## src/rtl/ser_regs_pkg.sv

```systemverilog
package ser_regs_pkg;
  localparam logic [2:0] OFF_DATA = 3'd0;
  localparam logic [2:0] OFF_IER  = 3'd1;
  localparam logic [2:0] OFF_IIR  = 3'd2;
  localparam logic [2:0] OFF_LCR  = 3'd3;
  localparam logic [2:0] OFF_MCR  = 3'd4;
  localparam logic [2:0] OFF_LSR  = 3'd5;
  localparam logic [2:0] OFF_MSR  = 3'd6;
  localparam logic [2:0] OFF_SCR  = 3'd7;

  localparam int EN_RX    = 0;
  localparam int EN_TX    = 1;
  localparam int LCR_GATE = 7;

  localparam logic [7:0] ID_RX   = 8'h04;
  localparam logic [7:0] ID_TX   = 8'h02;
  localparam logic [7:0] ID_NONE = 8'h01;

  localparam logic [7:0] MCR_PROBE  = 8'h1A;
  localparam logic [7:0] MCR_LOCKED = 8'h9A;

  typedef struct packed {
    logic data_rd;
    logic data_wr;
    logic ier_wr;
    logic iir_rd;
    logic lcr_wr;
    logic mcr_wr;
  } acc_t;
endpackage

```

## src/rtl/ser_regs_decode.sv

```systemverilog
module ser_regs_decode
  import ser_regs_pkg::*;
(
  input  logic [2:0] addr_i,
  input  logic       rd_i,
  input  logic       wr_i,
  input  logic       gate_i,
  output acc_t       acc_o
);
  always_comb begin
    acc_o         = '0;
    acc_o.data_rd = rd_i && (addr_i == OFF_DATA) && !gate_i;
    acc_o.data_wr = wr_i && (addr_i == OFF_DATA) && !gate_i;
    acc_o.ier_wr  = wr_i && (addr_i == OFF_IER) && !gate_i;
    acc_o.iir_rd  = rd_i && (addr_i == OFF_IIR);
    acc_o.lcr_wr  = wr_i && (addr_i == OFF_LCR);
    acc_o.mcr_wr  = wr_i && (addr_i == OFF_MCR);
  end
endmodule

```

## src/rtl/ser_regs_timer.sv

```systemverilog
module ser_regs_timer #(
  parameter int HOLDOFF = 8
) (
  input  logic clk_i,
  input  logic rst_ni,
  input  logic sched_i,
  input  logic cancel_i,
  output logic fire_o
);
  localparam int CW = $clog2(HOLDOFF) + 1;
  localparam logic [CW-1:0] LOAD = CW'(HOLDOFF - 1);

  logic [CW-1:0] cnt_q;
  logic          armed_q;

  assign fire_o = armed_q && (cnt_q == '0) && !sched_i && !cancel_i;

  always_ff @(posedge clk_i or negedge rst_ni) begin
    if (!rst_ni) begin
      cnt_q   <= '0;
      armed_q <= 1'b0;
    end else if (sched_i) begin
      cnt_q   <= LOAD;
      armed_q <= 1'b1;
    end else if (cancel_i || fire_o) begin
      armed_q <= 1'b0;
    end else if (armed_q) begin
      cnt_q <= cnt_q - 1'b1;
    end
  end
endmodule

```

## src/rtl/ser_regs_rdmux.sv

```systemverilog
module ser_regs_rdmux
  import ser_regs_pkg::*;
(
  input  logic [2:0] addr_i,
  input  logic       rd_i,
  input  logic       gate_i,
  input  logic [7:0] ier_i,
  input  logic [7:0] lcr_i,
  input  logic [7:0] mcr_i,
  input  logic       rx_pend_i,
  input  logic       tx_pend_i,
  input  logic       rx_avail_i,
  input  logic [7:0] rx_data_i,
  output logic [7:0] rdata_o
);
  logic [7:0] val;

  always_comb begin
    val = '0;
    unique case (addr_i)
      OFF_DATA: val = (!gate_i && rx_avail_i) ? rx_data_i : 8'h00;
      OFF_IER:  val = gate_i ? 8'h00 : ier_i;
      OFF_IIR:  val = rx_pend_i ? ID_RX : (tx_pend_i ? ID_TX : ID_NONE);
      OFF_LCR:  val = lcr_i;
      OFF_MCR:  val = mcr_i;
      OFF_LSR:  val = {1'b0, 1'b1, 1'b1, 4'b0000, rx_avail_i};
      OFF_MSR:  val = 8'h00;
      OFF_SCR:  val = 8'h00;
      default:  val = 8'h00;
    endcase
  end

  assign rdata_o = rd_i ? val : 8'h00;
endmodule

```

## src/rtl/ser_regs.sv

```systemverilog
module ser_regs
  import ser_regs_pkg::*;
#(
  parameter int HOLDOFF = 8
) (
  input  logic       clk_i,
  input  logic       rst_ni,
  input  logic [2:0] addr_i,
  input  logic       rd_i,
  input  logic       wr_i,
  input  logic [7:0] wdata_i,
  output logic [7:0] rdata_o,
  input  logic       rx_avail_i,
  input  logic [7:0] rx_data_i,
  output logic       rx_pop_o,
  output logic       tx_push_o,
  output logic [7:0] tx_data_o,
  output logic       irq_o
);
  localparam int AW = $clog2(HOLDOFF + 2);
  localparam logic [AW-1:0] AGE_SAT = AW'(HOLDOFF + 1);

  logic [7:0]    ier_q, lcr_q, mcr_q;
  logic          rx_pend_q, tx_pend_q, irq_q;
  logic          rx_prev_q, pop_q;
  logic [AW-1:0] age_q;
  acc_t          acc;

  logic rx_sched, rx_cancel, rx_fire, rx_set;
  logic tx_sched, tx_cancel, tx_fire, tx_set, tx_imm, age_old;
  logic rx_pend_d, tx_pend_d;

  ser_regs_decode u_dec (
    .addr_i (addr_i),
    .rd_i   (rd_i),
    .wr_i   (wr_i),
    .gate_i (lcr_q[LCR_GATE]),
    .acc_o  (acc)
  );

  ser_regs_rdmux u_rmux (
    .addr_i     (addr_i),
    .rd_i       (rd_i),
    .gate_i     (lcr_q[LCR_GATE]),
    .ier_i      (ier_q),
    .lcr_i      (lcr_q),
    .mcr_i      (mcr_q),
    .rx_pend_i  (rx_pend_q),
    .tx_pend_i  (tx_pend_q),
    .rx_avail_i (rx_avail_i),
    .rx_data_i  (rx_data_i),
    .rdata_o    (rdata_o)
  );

  assign rx_pop_o  = acc.data_rd;
  assign tx_push_o = acc.data_wr;
  assign tx_data_o = wdata_i;

  assign age_old   = (age_q > AW'(HOLDOFF));
  assign tx_imm    = acc.ier_wr && wdata_i[EN_TX] && age_old;
  assign tx_sched  = (acc.data_wr && ier_q[EN_TX]) ||
                     (acc.ier_wr && wdata_i[EN_TX] && !age_old);
  assign tx_cancel = acc.ier_wr && !wdata_i[EN_TX];

  // re-check one cycle after a pop: has more data arrived behind it
  assign rx_sched  = (pop_q && rx_avail_i && ier_q[EN_RX]) ||
                     (acc.ier_wr && wdata_i[EN_RX] && rx_avail_i);
  assign rx_cancel = acc.ier_wr && !(wdata_i[EN_RX] && rx_avail_i);

  ser_regs_timer #(.HOLDOFF(HOLDOFF)) u_rx_tmr (
    .clk_i    (clk_i),
    .rst_ni   (rst_ni),
    .sched_i  (rx_sched),
    .cancel_i (rx_cancel),
    .fire_o   (rx_fire)
  );

  ser_regs_timer #(.HOLDOFF(HOLDOFF)) u_tx_tmr (
    .clk_i    (clk_i),
    .rst_ni   (rst_ni),
    .sched_i  (tx_sched),
    .cancel_i (tx_cancel),
    .fire_o   (tx_fire)
  );

  assign rx_set = ier_q[EN_RX] && (rx_fire || (rx_avail_i && !rx_prev_q));
  assign tx_set = (tx_fire && ier_q[EN_TX]) || tx_imm;

  // set first, clears override
  always_comb begin
    rx_pend_d = rx_pend_q;
    if (rx_set) rx_pend_d = 1'b1;
    if (acc.data_rd || rx_cancel) rx_pend_d = 1'b0;

    tx_pend_d = tx_pend_q;
    if (tx_set) tx_pend_d = 1'b1;
    if (acc.data_wr || tx_cancel || (acc.iir_rd && !rx_pend_q && tx_pend_q))
      tx_pend_d = 1'b0;
  end

  always_ff @(posedge clk_i or negedge rst_ni) begin
    if (!rst_ni) begin
      ier_q     <= '0;
      lcr_q     <= '0;
      mcr_q     <= '0;
      rx_pend_q <= 1'b0;
      tx_pend_q <= 1'b0;
      irq_q     <= 1'b0;
      rx_prev_q <= 1'b0;
      pop_q     <= 1'b0;
      age_q     <= AGE_SAT;
    end else begin
      if (acc.ier_wr) ier_q <= wdata_i;
      if (acc.lcr_wr) lcr_q <= wdata_i;
      if (acc.mcr_wr && (wdata_i == MCR_PROBE)) mcr_q <= MCR_LOCKED;
      rx_pend_q <= rx_pend_d;
      tx_pend_q <= tx_pend_d;
      irq_q     <= rx_pend_d | tx_pend_d;
      rx_prev_q <= rx_avail_i;
      pop_q     <= acc.data_rd;
      if (tx_set) age_q <= '0;
      else if (age_q != AGE_SAT) age_q <= age_q + 1'b1;
    end
  end

  assign irq_o = irq_q;
endmodule

```

## config.mk

```make
export PLATFORM = sky130hd
export DESIGN_NAME = ser_regs
export DESIGN_NICKNAME = d
export VERILOG_FILES = /design/src/rtl/ser_regs_pkg.sv /design/src/rtl/ser_regs_decode.sv /design/src/rtl/ser_regs_timer.sv /design/src/rtl/ser_regs_rdmux.sv /design/src/rtl/ser_regs.sv
export SDC_FILE = /design/constraint.sdc
export NUM_CORES = 1
export LEC_CHECK = 0
export BUFFER_PORTS_ARGS = -buffer_cell sky130_fd_sc_hd__buf_2
export CORE_MARGIN = 4
export CORE_UTILIZATION = 50
export CTS_CLUSTER_DIAMETER = 60
export DETAILED_ROUTE_END_ITERATION = 10
export GPL_ROUTABILITY_DRIVEN = 0
export GPL_TIMING_DRIVEN = 0
export PLACE_DENSITY = 0.73
export SLEW_MARGIN = 10
export SYNTH_ARGS = -nofsm -noshare
export SYNTH_HDL_FRONTEND = slang
export SYNTH_HIERARCHICAL = 1
export SYNTH_SLANG_ARGS = --single-unit
```

## constraint.sdc

```tcl
create_clock -name clk_i -period 2.9 [get_ports clk_i]
set_input_delay 0.58 -clock clk_i [delete_from_list [all_inputs] [get_ports clk_i]]
set_output_delay 0.58 -clock clk_i [all_outputs]
set_load 0.05 [all_outputs]
```

==> summary.md, run 1 <==
| Metric | Value |
|---|---|
| Critical path data required time | `3.07 ns` |
| Part of the cycle the worst path needs | `86.62%` |
| Switching power of the nets | `0.0007306 W` |
| Clk Latency, worst-skew pair | `0.29 ns` |
| First-pass detailed-route iteration total | `4` |
| Area growth from synthesis to layout | `15.99%` |
| Count of flip-flops with a built-in enable after synthesis | `0` |
| Min Hold Slack | `0.3720 ns` |
| Root buffer selected by CTS | `sky130_fd_sc_hd__clkbuf_8` |
| Total negative slack | `0 ns` |
| Avg Cell Area, Syn | `between 10 and 15 um2` |
| Length in cells of the worst reg-to-reg path | `8` |
| Final #Nets | `315` |
| Worst min path class | `input pin to async pin` |
| CTS tree | `built` |
| Port Buffers | `42` |
| Slew at the pin closest to its max-slew limit | `0.7938 ns` |
| Starting Density | `52.65%` |
| Max-slew violation count | `0` |
| Internal Power | `0.001259 W` |
| Cell with the largest stage delay on the worst path | `sky130_fd_sc_hd__dfrtp_1` |
| Top Ports | `43` |
| Number of levels in the clock H-tree | `2` |
| Power share of the combinational group | `39.2%` |
| Die boundary height | `between 70 and 80 um` |
| Setup slack on the worst flop-to-flop path | `a little under 0.4 ns` |
| Count of unique library cells instantiated by Yosys | `56` |
| Cell chain of the critical path | `nor3_1, buf_2, a21boi_0, nand2b_4, nor4_1, a21o_1, a21oi_1, o21bai_1` |
| Sum of overflow across all layers after global routing | `0` |
| Total core area | `about 4400 um2` |
| Final min period | `2.512 ns` |
| Worst r2r dst | `irq_o` |
| Maximum frequency from static timing analysis | `398.1 MHz` |
| Share of power burned in the clock network | `between 10% and 20%` |
| DIE WIDTH | `76.41 um` |
| Placed cell areas | `2633 um2` |
| Number of remaining DRC errors | `0` |
| Global-route total usage across every layer | `18.02%` |
| CP arrival | `2.68 ns` |
| Via density | `5.386` |
| Fraction of layout cells with a size suffix above 1 | `36.14%` |
| Total number of yosys warnings | `6` |
| Final design instance area without fill | `2714 um2` |
| Count of mapped cells out of synthesis | `approximately 230` |
| Number of inserted diodes | `0` |
| CTS-repair resized insts | `0` |
| Pin count of the biggest net entering global routing | `37` |
| Register area share after synthesis | `38.61%` |
| Power density over the cells | `733.2 nW/um2` |
| Hpwl dp | `3690 um` |
| Final setup fails | `0` |
| Final hold violations | `0` |
| Clock-pin slew reported for the worst setup and hold paths after clock tree synthesis | `0.07 ns` |
| Switching part of the total | `36.72%` |
| Initial antenna violation count | `0` |
| Count of standard-cell rows | `24` |
| Critical Path Fanout Max | `10` |
| Via count of the first global-routing pass | `1,761` |
| Type of element launching the critical path | `flip-flop` |
| Share of flip-flops with an asynchronous set or reset | `100.0%` |
| Sequential group share of total power | `43.6%` |
| Total power draw | `~0.0020 W` |
| Total of flip-flops plus latches after synthesis | `36` |
| Setup repair after global routing missed its margin | `no` |
| Startpoint of the worst register-to-register path | `lcr_q[7]` |
| Final wirelength | `~5000 um` |
| Clock Sinks | `36` |
| Die footprint | `~5800 um2` |
| First-pass GRT wire length | `8576 um` |
| CTS buffer count | `5` |
| Average wire per cell in the routed design | `14.76 um` |
| Vias | `1,815` |
| Post-synthesis instance area | `2340 um2` |
| Worst clock skew on the final layout | `0.006411 ns` |
| Peak supply drop | `0.4680 mV` |
| Result of the run | `finished clean` |
| Maximum single-stage delay on the critical path | `0.53 ns` |
| Max capacitance violation total | `0` |
| Reported leakage power | `1.330 nW` |
| Buffer levels on the longest clock path | `2` |
| Capturing element type of the critical path | `flip-flop` |
| Cts hold-fix bufs | `0` |
| Main synth FF type | `sky130_fd_sc_hd__dfrtp_1` |
| Post-CTS setup repair buffer count | `0` |
| Critical Setup Path Class | `flip-flop to flip-flop` |
| Number of DRC markers in iteration 0 | `about 140` |
| Slew Limit Headroom | `47.08%` |
| ANT nets after route | `0` |
placed cells by master, fill, tap and decap left out, types with 5 or more instances in the layout:
| cell type | n |
|---|---|
| sky130_fd_sc_hd__inv_1 | 13 |
| sky130_fd_sc_hd__nor3_1 | 6 |
| sky130_fd_sc_hd__a21o_1 | 7 |
| sky130_fd_sc_hd__ha_1 | 7 |
| sky130_fd_sc_hd__dfrtp_1 | 34 |
| sky130_fd_sc_hd__buf_4 | 8 |
| sky130_fd_sc_hd__a21oi_1 | 12 |
| sky130_fd_sc_hd__buf_2 | 49 |
| sky130_fd_sc_hd__nand2_1 | 10 |
| sky130_fd_sc_hd__mux2i_1 | 6 |
| sky130_fd_sc_hd__nor3b_1 | 5 |
| sky130_fd_sc_hd__clkbuf_8 | 5 |
| sky130_fd_sc_hd__nor2b_1 | 8 |
| sky130_fd_sc_hd__mux2_2 | 15 |
| sky130_fd_sc_hd__nor2_1 | 20 |
| sky130_fd_sc_hd__nand2b_4 | 5 |
flip-flops by register name, indices dropped and copies added (netlist names), 4 cells and up:
signal and cells:
lcr_q 8, ier_q 8, age_q 4, u_tx_tmr/cnt_q 4
u_rx_tmr/cnt_q 4
per-stage QoR:
stage | worst slack, ns | utilization (%) | instances
floorplan | 0.06037 | - | 235
global placement | 0.08974 | 59.23 | 329
detailed placement | 0.1021 | 59.23 | 329
CTS | 0.3726 | 61.06 | 337
global route | 0.1853 | 61.06 | 337
finish | 0.3879 | 61.06 | 337
cells by family (layout without fill, tap and decap cells):
kind of cell             count (synthesis)  after routing  share of synthesized area (%)
multiplexers                            23             23                          11.07
adder cells (fa/ha/maj)                  7              7                          3.743
AO/OA/AOI/OAI                           47             47                          15.13
AND/OR/NAND/NOR                         84             84                          22.89
flip-flops                              36             36                          38.61
other                                    1              4                         0.1603
buffers and inverters                   31             81                          7.273
XOR/XNOR                                 3              3                          1.123
how the worst max path moves through the flow:
stage | cells past startpoint | slack (ns) | endpoint | startpoint
after floorplan | 8 | 0.06 | irq_o | addr_i[2]
after global placement | 10 | 0.09 | irq_o | addr_i[2]
after detailed placement | 10 | 0.10 | irq_o | addr_i[2]
after CTS | 8 | 0.37 | irq_o | lcr_q[7]
after global routing | 8 | 0.19 | irq_o | lcr_q[7]
final | 8 | 0.39 | irq_o | lcr_q[7]
worst max-delay path, delay by kind of cell, from the launching register on:
family	cells	cell delay (ns)
buffers and inverters	1	0.32
AOI/OAI and AO/OA	4	0.93
DFF	1	0.53
and+or+nand+nor	3	0.61
synth_stat cells, drive strengths merged (2+ instances only):
cell type / instances / area share [%]
inv: 13 / 2.1
a32o: 4 / 1.8
and3b: 2 / 0.75
xor2: 2 / 0.75
nor4: 6 / 2.1
a211o: 3 / 1.1
nand3: 3 / 0.64
nor3b: 5 / 1.6
o21a: 3 / 1.1
o22ai: 2 / 0.53
o21bai: 2 / 0.64
and2b: 2 / 0.70
nand3b: 2 / 0.64
ha: 7 / 3.7
a21o: 7 / 2.2
dfrtp: 34 / 36
buf: 17 / 5.0
nor3: 6 / 1.3
a21oi: 14 / 3.3
nor2: 20 / 3.2
and4b: 2 / 0.86
nor2b: 10 / 3.3
dfstp: 2 / 2.2
or2: 3 / 0.80
o21ai: 2 / 0.43
mux2: 17 / 8.5
a21boi: 3 / 0.96
nand2: 10 / 1.6
nand2b: 8 / 3.7
mux2i: 6 / 2.6
layer usage:
layer / global-route usage [%] / wire length (um) / vias up
li1: - / - / 908
met1: 26.59 / 2444 / 861
met2: 26.19 / 2236 / 40
met3: 3.901 / 226 / 6
met4: 5.435 / 65 / 0
met5: 0 / 0 / -
power by group through the flow:
stage / clock (W) / combinational, W / sequential (W)
global route: 0.000376 / 0.000866 / 0.000895
global placement: 0 / 0.000762 / 0.000870
floorplan: 0 / 0.000623 / 0.000857
finish: 0.000341 / 0.000780 / 0.000868
detailed placement: 0 / 0.000788 / 0.000876
CTS: 0.000355 / 0.000792 / 0.000867
area by class of cell:
cell class | count | area, um2
multi-input combinational | 168 | 1284
timing repair buffer | 42 | 210.2
clock inverter | 1 | 5.005
fill | 402 | 1730
sequential | 36 | 903.4
buffer | 18 | 121.4
clock buffer | 7 | 76.32
tap | 52 | 65.06
inverter | 13 | 48.80
Power figures use the tool's default switching activity.
==> run 2, diff against run 1 <==
--- a/config.mk
+++ b/config.mk
@@ -7,12 +7,11 @@
 export LEC_CHECK = 0
 export BUFFER_PORTS_ARGS = -buffer_cell sky130_fd_sc_hd__buf_2
 export CORE_MARGIN = 4
-export CORE_UTILIZATION = 50
+export CORE_UTILIZATION = 30
 export CTS_CLUSTER_DIAMETER = 60
 export DETAILED_ROUTE_END_ITERATION = 10
 export GPL_ROUTABILITY_DRIVEN = 0
 export GPL_TIMING_DRIVEN = 0
-export PLACE_DENSITY = 0.73
 export SLEW_MARGIN = 10
 export SYNTH_ARGS = -nofsm -noshare
 export SYNTH_HDL_FRONTEND = slang
==> run 2 against run 1 <==
Compared with the run above: cell count increased by 14%; fmax decreased by 0.98%; die area increased by 59%; sequential share of layout area decreased by 0.93 points; sequential power about the same; clock skew decreased by 0.00060 ns; largest cell class unchanged; worst hold slack improved by 0.011 ns; via count decreased by 1.4%; clock power increased by 17%; routed wire length increased by 6.4%; global-route usage decreased by 5.7 points; combinational power increased by 0.9%.
==> summary.md, run 2 (synthesis results as in run 1) <==
| Metric | Value |
|---|---|
| Die boundary height | `a little under 100 um` |
| Pre-CTS WS | `0.06113 ns` |
| Length in cells of the worst reg-to-reg path | `8` |
| Fill cell total of the finished layout | `770` |
| Fraction of layout cells with a size suffix above 1 | `36.49%` |
| Number of levels in the clock H-tree | `2` |
| Seq. cell area | `903.4 um2` |
| Max capacitance violation total | `0` |
| Total negative slack | `0 ns` |
| Capturing element type of the critical path | `flip-flop` |
| Final #Nets | `approximately 320` |
| First-pass GRT wire length | `8652 um` |
| Via density | `4.659` |
| Total area of multi-input combinational cells | `approximately 1300 um2` |
| Final wirelength | `between 5000 and 6000 um` |
| Most common cell after layout, fill and taps aside | `sky130_fd_sc_hd__buf_2` |
| Registers with the highest flip-flop counts | `ier_q: 8 flops, lcr_q: 8 flops` |
| Number of remaining DRC errors | `0` |
| Initial antenna violation count | `0` |
| Part of the cycle the worst path needs | `between 80% and 90%` |
| Cell chain of the critical path | `nor3_1, buf_2, a21boi_0, nand2b_4, nor4_1, a21o_1, a21oi_1, o21bai_1` |
| Final setup fails | `0` |
| Port Buffers | `42` |
| Top Ports | `43` |
| Critical Path Fanout Max | `10` |
| Placed insts | `376` |
| Number of inserted diodes | `0` |
| Most frequent cells in the layout | `sky130_fd_sc_hd__buf_2, sky130_fd_sc_hd__dfrtp_1, sky130_fd_sc_hd__nor2_1` |
| Slew Limit Headroom | `45.62%` |
| Clock Sinks | `36` |
| ANT nets after route | `0` |
| Final hold violations | `0` |
| Number of DRC markers in iteration 0 | `65` |
| Area growth from synthesis to layout | `19.30%` |
| Post-CTS setup repair buffer count | `0` |
| Total buffers and inverters traversed by the critical path | `1` |
| Reported leakage power | `between 1 and 1.5 nW` |
| Startpoint of the worst register-to-register path | `lcr_q[7]` |
| Count of placed standard cells in the final layout, fillers left out | `384` |
| Total core area | `7408 um2` |
| Result of the run | `finished clean` |
| CTS tree | `built` |
| Worst r2r dst | `irq_o` |
| Clk Latency, worst-skew pair | `0.29 ns` |
| Final min period | `between 2 and 3 ns` |
| Clock-pin slew reported for the worst setup and hold paths after clock tree synthesis | `0.07 ns` |
| Hpwl dp | `3959 um` |
| CTS buffer count | `5` |
| First-pass detailed-route iteration total | `4` |
| Critical Setup Path Class | `flip-flop to flip-flop` |
| Critical path data required time | `3.07 ns` |
| Peak supply drop | `0.2389 mV` |
| Setup repair after global routing missed its margin | `no` |
| Count of standard-cell rows | `31` |
| Vias | `around 1,800` |
| Global-route total usage across every layer | `12.28%` |
| CTS-repair resized insts | `0` |
| Via count of the first global-routing pass | `1,748` |
| Sum of overflow across all layers after global routing | `0` |
| Cell with the largest stage delay on the worst path | `sky130_fd_sc_hd__dfrtp_1` |
| Worst clock skew on the final layout | `about 0.0058 ns` |
| Kind of cell adding the most delay to the critical path | `compound AO/OA/AOI/OAI gates` |
| Average wire per cell in the routed design | `13.78 um` |
| Worst min path class | `input pin to async pin` |
| Setup slack on the worst flop-to-flop path | `0.36 ns` |
| Pin count of the biggest net entering global routing | `37` |
| Cts hold-fix bufs | `0` |
| Die footprint | `between 9000 and 10,000 um2` |
| Power density over the cells | `735.8 nW/um2` |
| Max-slew violation count | `0` |
| Starting Density | `31.58%` |
| Maximum frequency from static timing analysis | `394.2 MHz` |
| CP arrival | `2.70 ns` |
| Maximum single-stage delay on the critical path | `0.53 ns` |
| Root buffer selected by CTS | `sky130_fd_sc_hd__clkbuf_8` |
| DIE WIDTH | `96.31 um` |
| Buffer levels on the longest clock path | `2` |
| Type of element launching the critical path | `flip-flop` |
| Worst path setup slack after routing | `0.3630 ns` |
| Slew at the pin closest to its max-slew limit | `0.8157 ns` |
## run 2: changes by cell type in the layout (fill, tap and decap cells not counted)
cell | previous run | this run
sky130_fd_sc_hd__clkbuf_1 | 3 | 2
sky130_fd_sc_hd__clkbuf_8 | 5 | 7
sky130_fd_sc_hd__clkinv_2 | 1 | 0
## run 2: final cells by class
| type | count | area share (%) |
|---|---|---|
| buffer | 18 | 4.348 |
| multi-input combinational | 168 | 45.99 |
| clock buffer | 8 | 3.586 |
| timing repair buffer | 42 | 7.530 |
| tap | 99 | 4.437 |
| inverter | 13 | 1.748 |
| sequential | 36 | 32.36 |
## run 2: stage by stage
step                hold slack [ns]  util (%)  instance area [um2]  total power (W)
floorplan                    0.2844         -                 2357         0.001480
global placement             0.4963     36.33                 2691         0.001641
detailed placement           0.5028     36.33                 2691         0.001670
CTS                          0.4156     37.68                 2791         0.002082
global route                 0.4442     37.68                 2791         0.002219
finish                       0.3831     37.68                 2791         0.002054
## run 2: how the worst max path moves through the flow
stage | start | to | slack, ns | cells after the start
6_report | lcr_q[7] | irq_o | 0.36 | 8
5_1_grt | lcr_q[7] | irq_o | 0.17 | 8
4_1_cts | lcr_q[7] | irq_o | 0.33 | 8
3_5_place_dp | addr_i[2] | irq_o | 0.06 | 10
3_3_place_gp | addr_i[2] | irq_o | 0.08 | 10
2_1_floorplan | addr_i[2] | irq_o | 0.06 | 8
## run 2: per-layer routing
metal,part of all wire (%),vias up,track usage (%)
met3,5.5,6,3.518
li1,-,907,-
met5,0,-,0
met4,1.4,0,4.206
met1,47,843,16.19
met2,46,33,19.21
## run 2: where the power goes
part	total, W	internal [W]	leakage [nW]	switching (W)
clock network	0.000399	0.000217	0.0515	0.000182
logic	0.000787	0.000395	0.856	0.000392
registers	0.000869	0.000696	0.432	0.000173
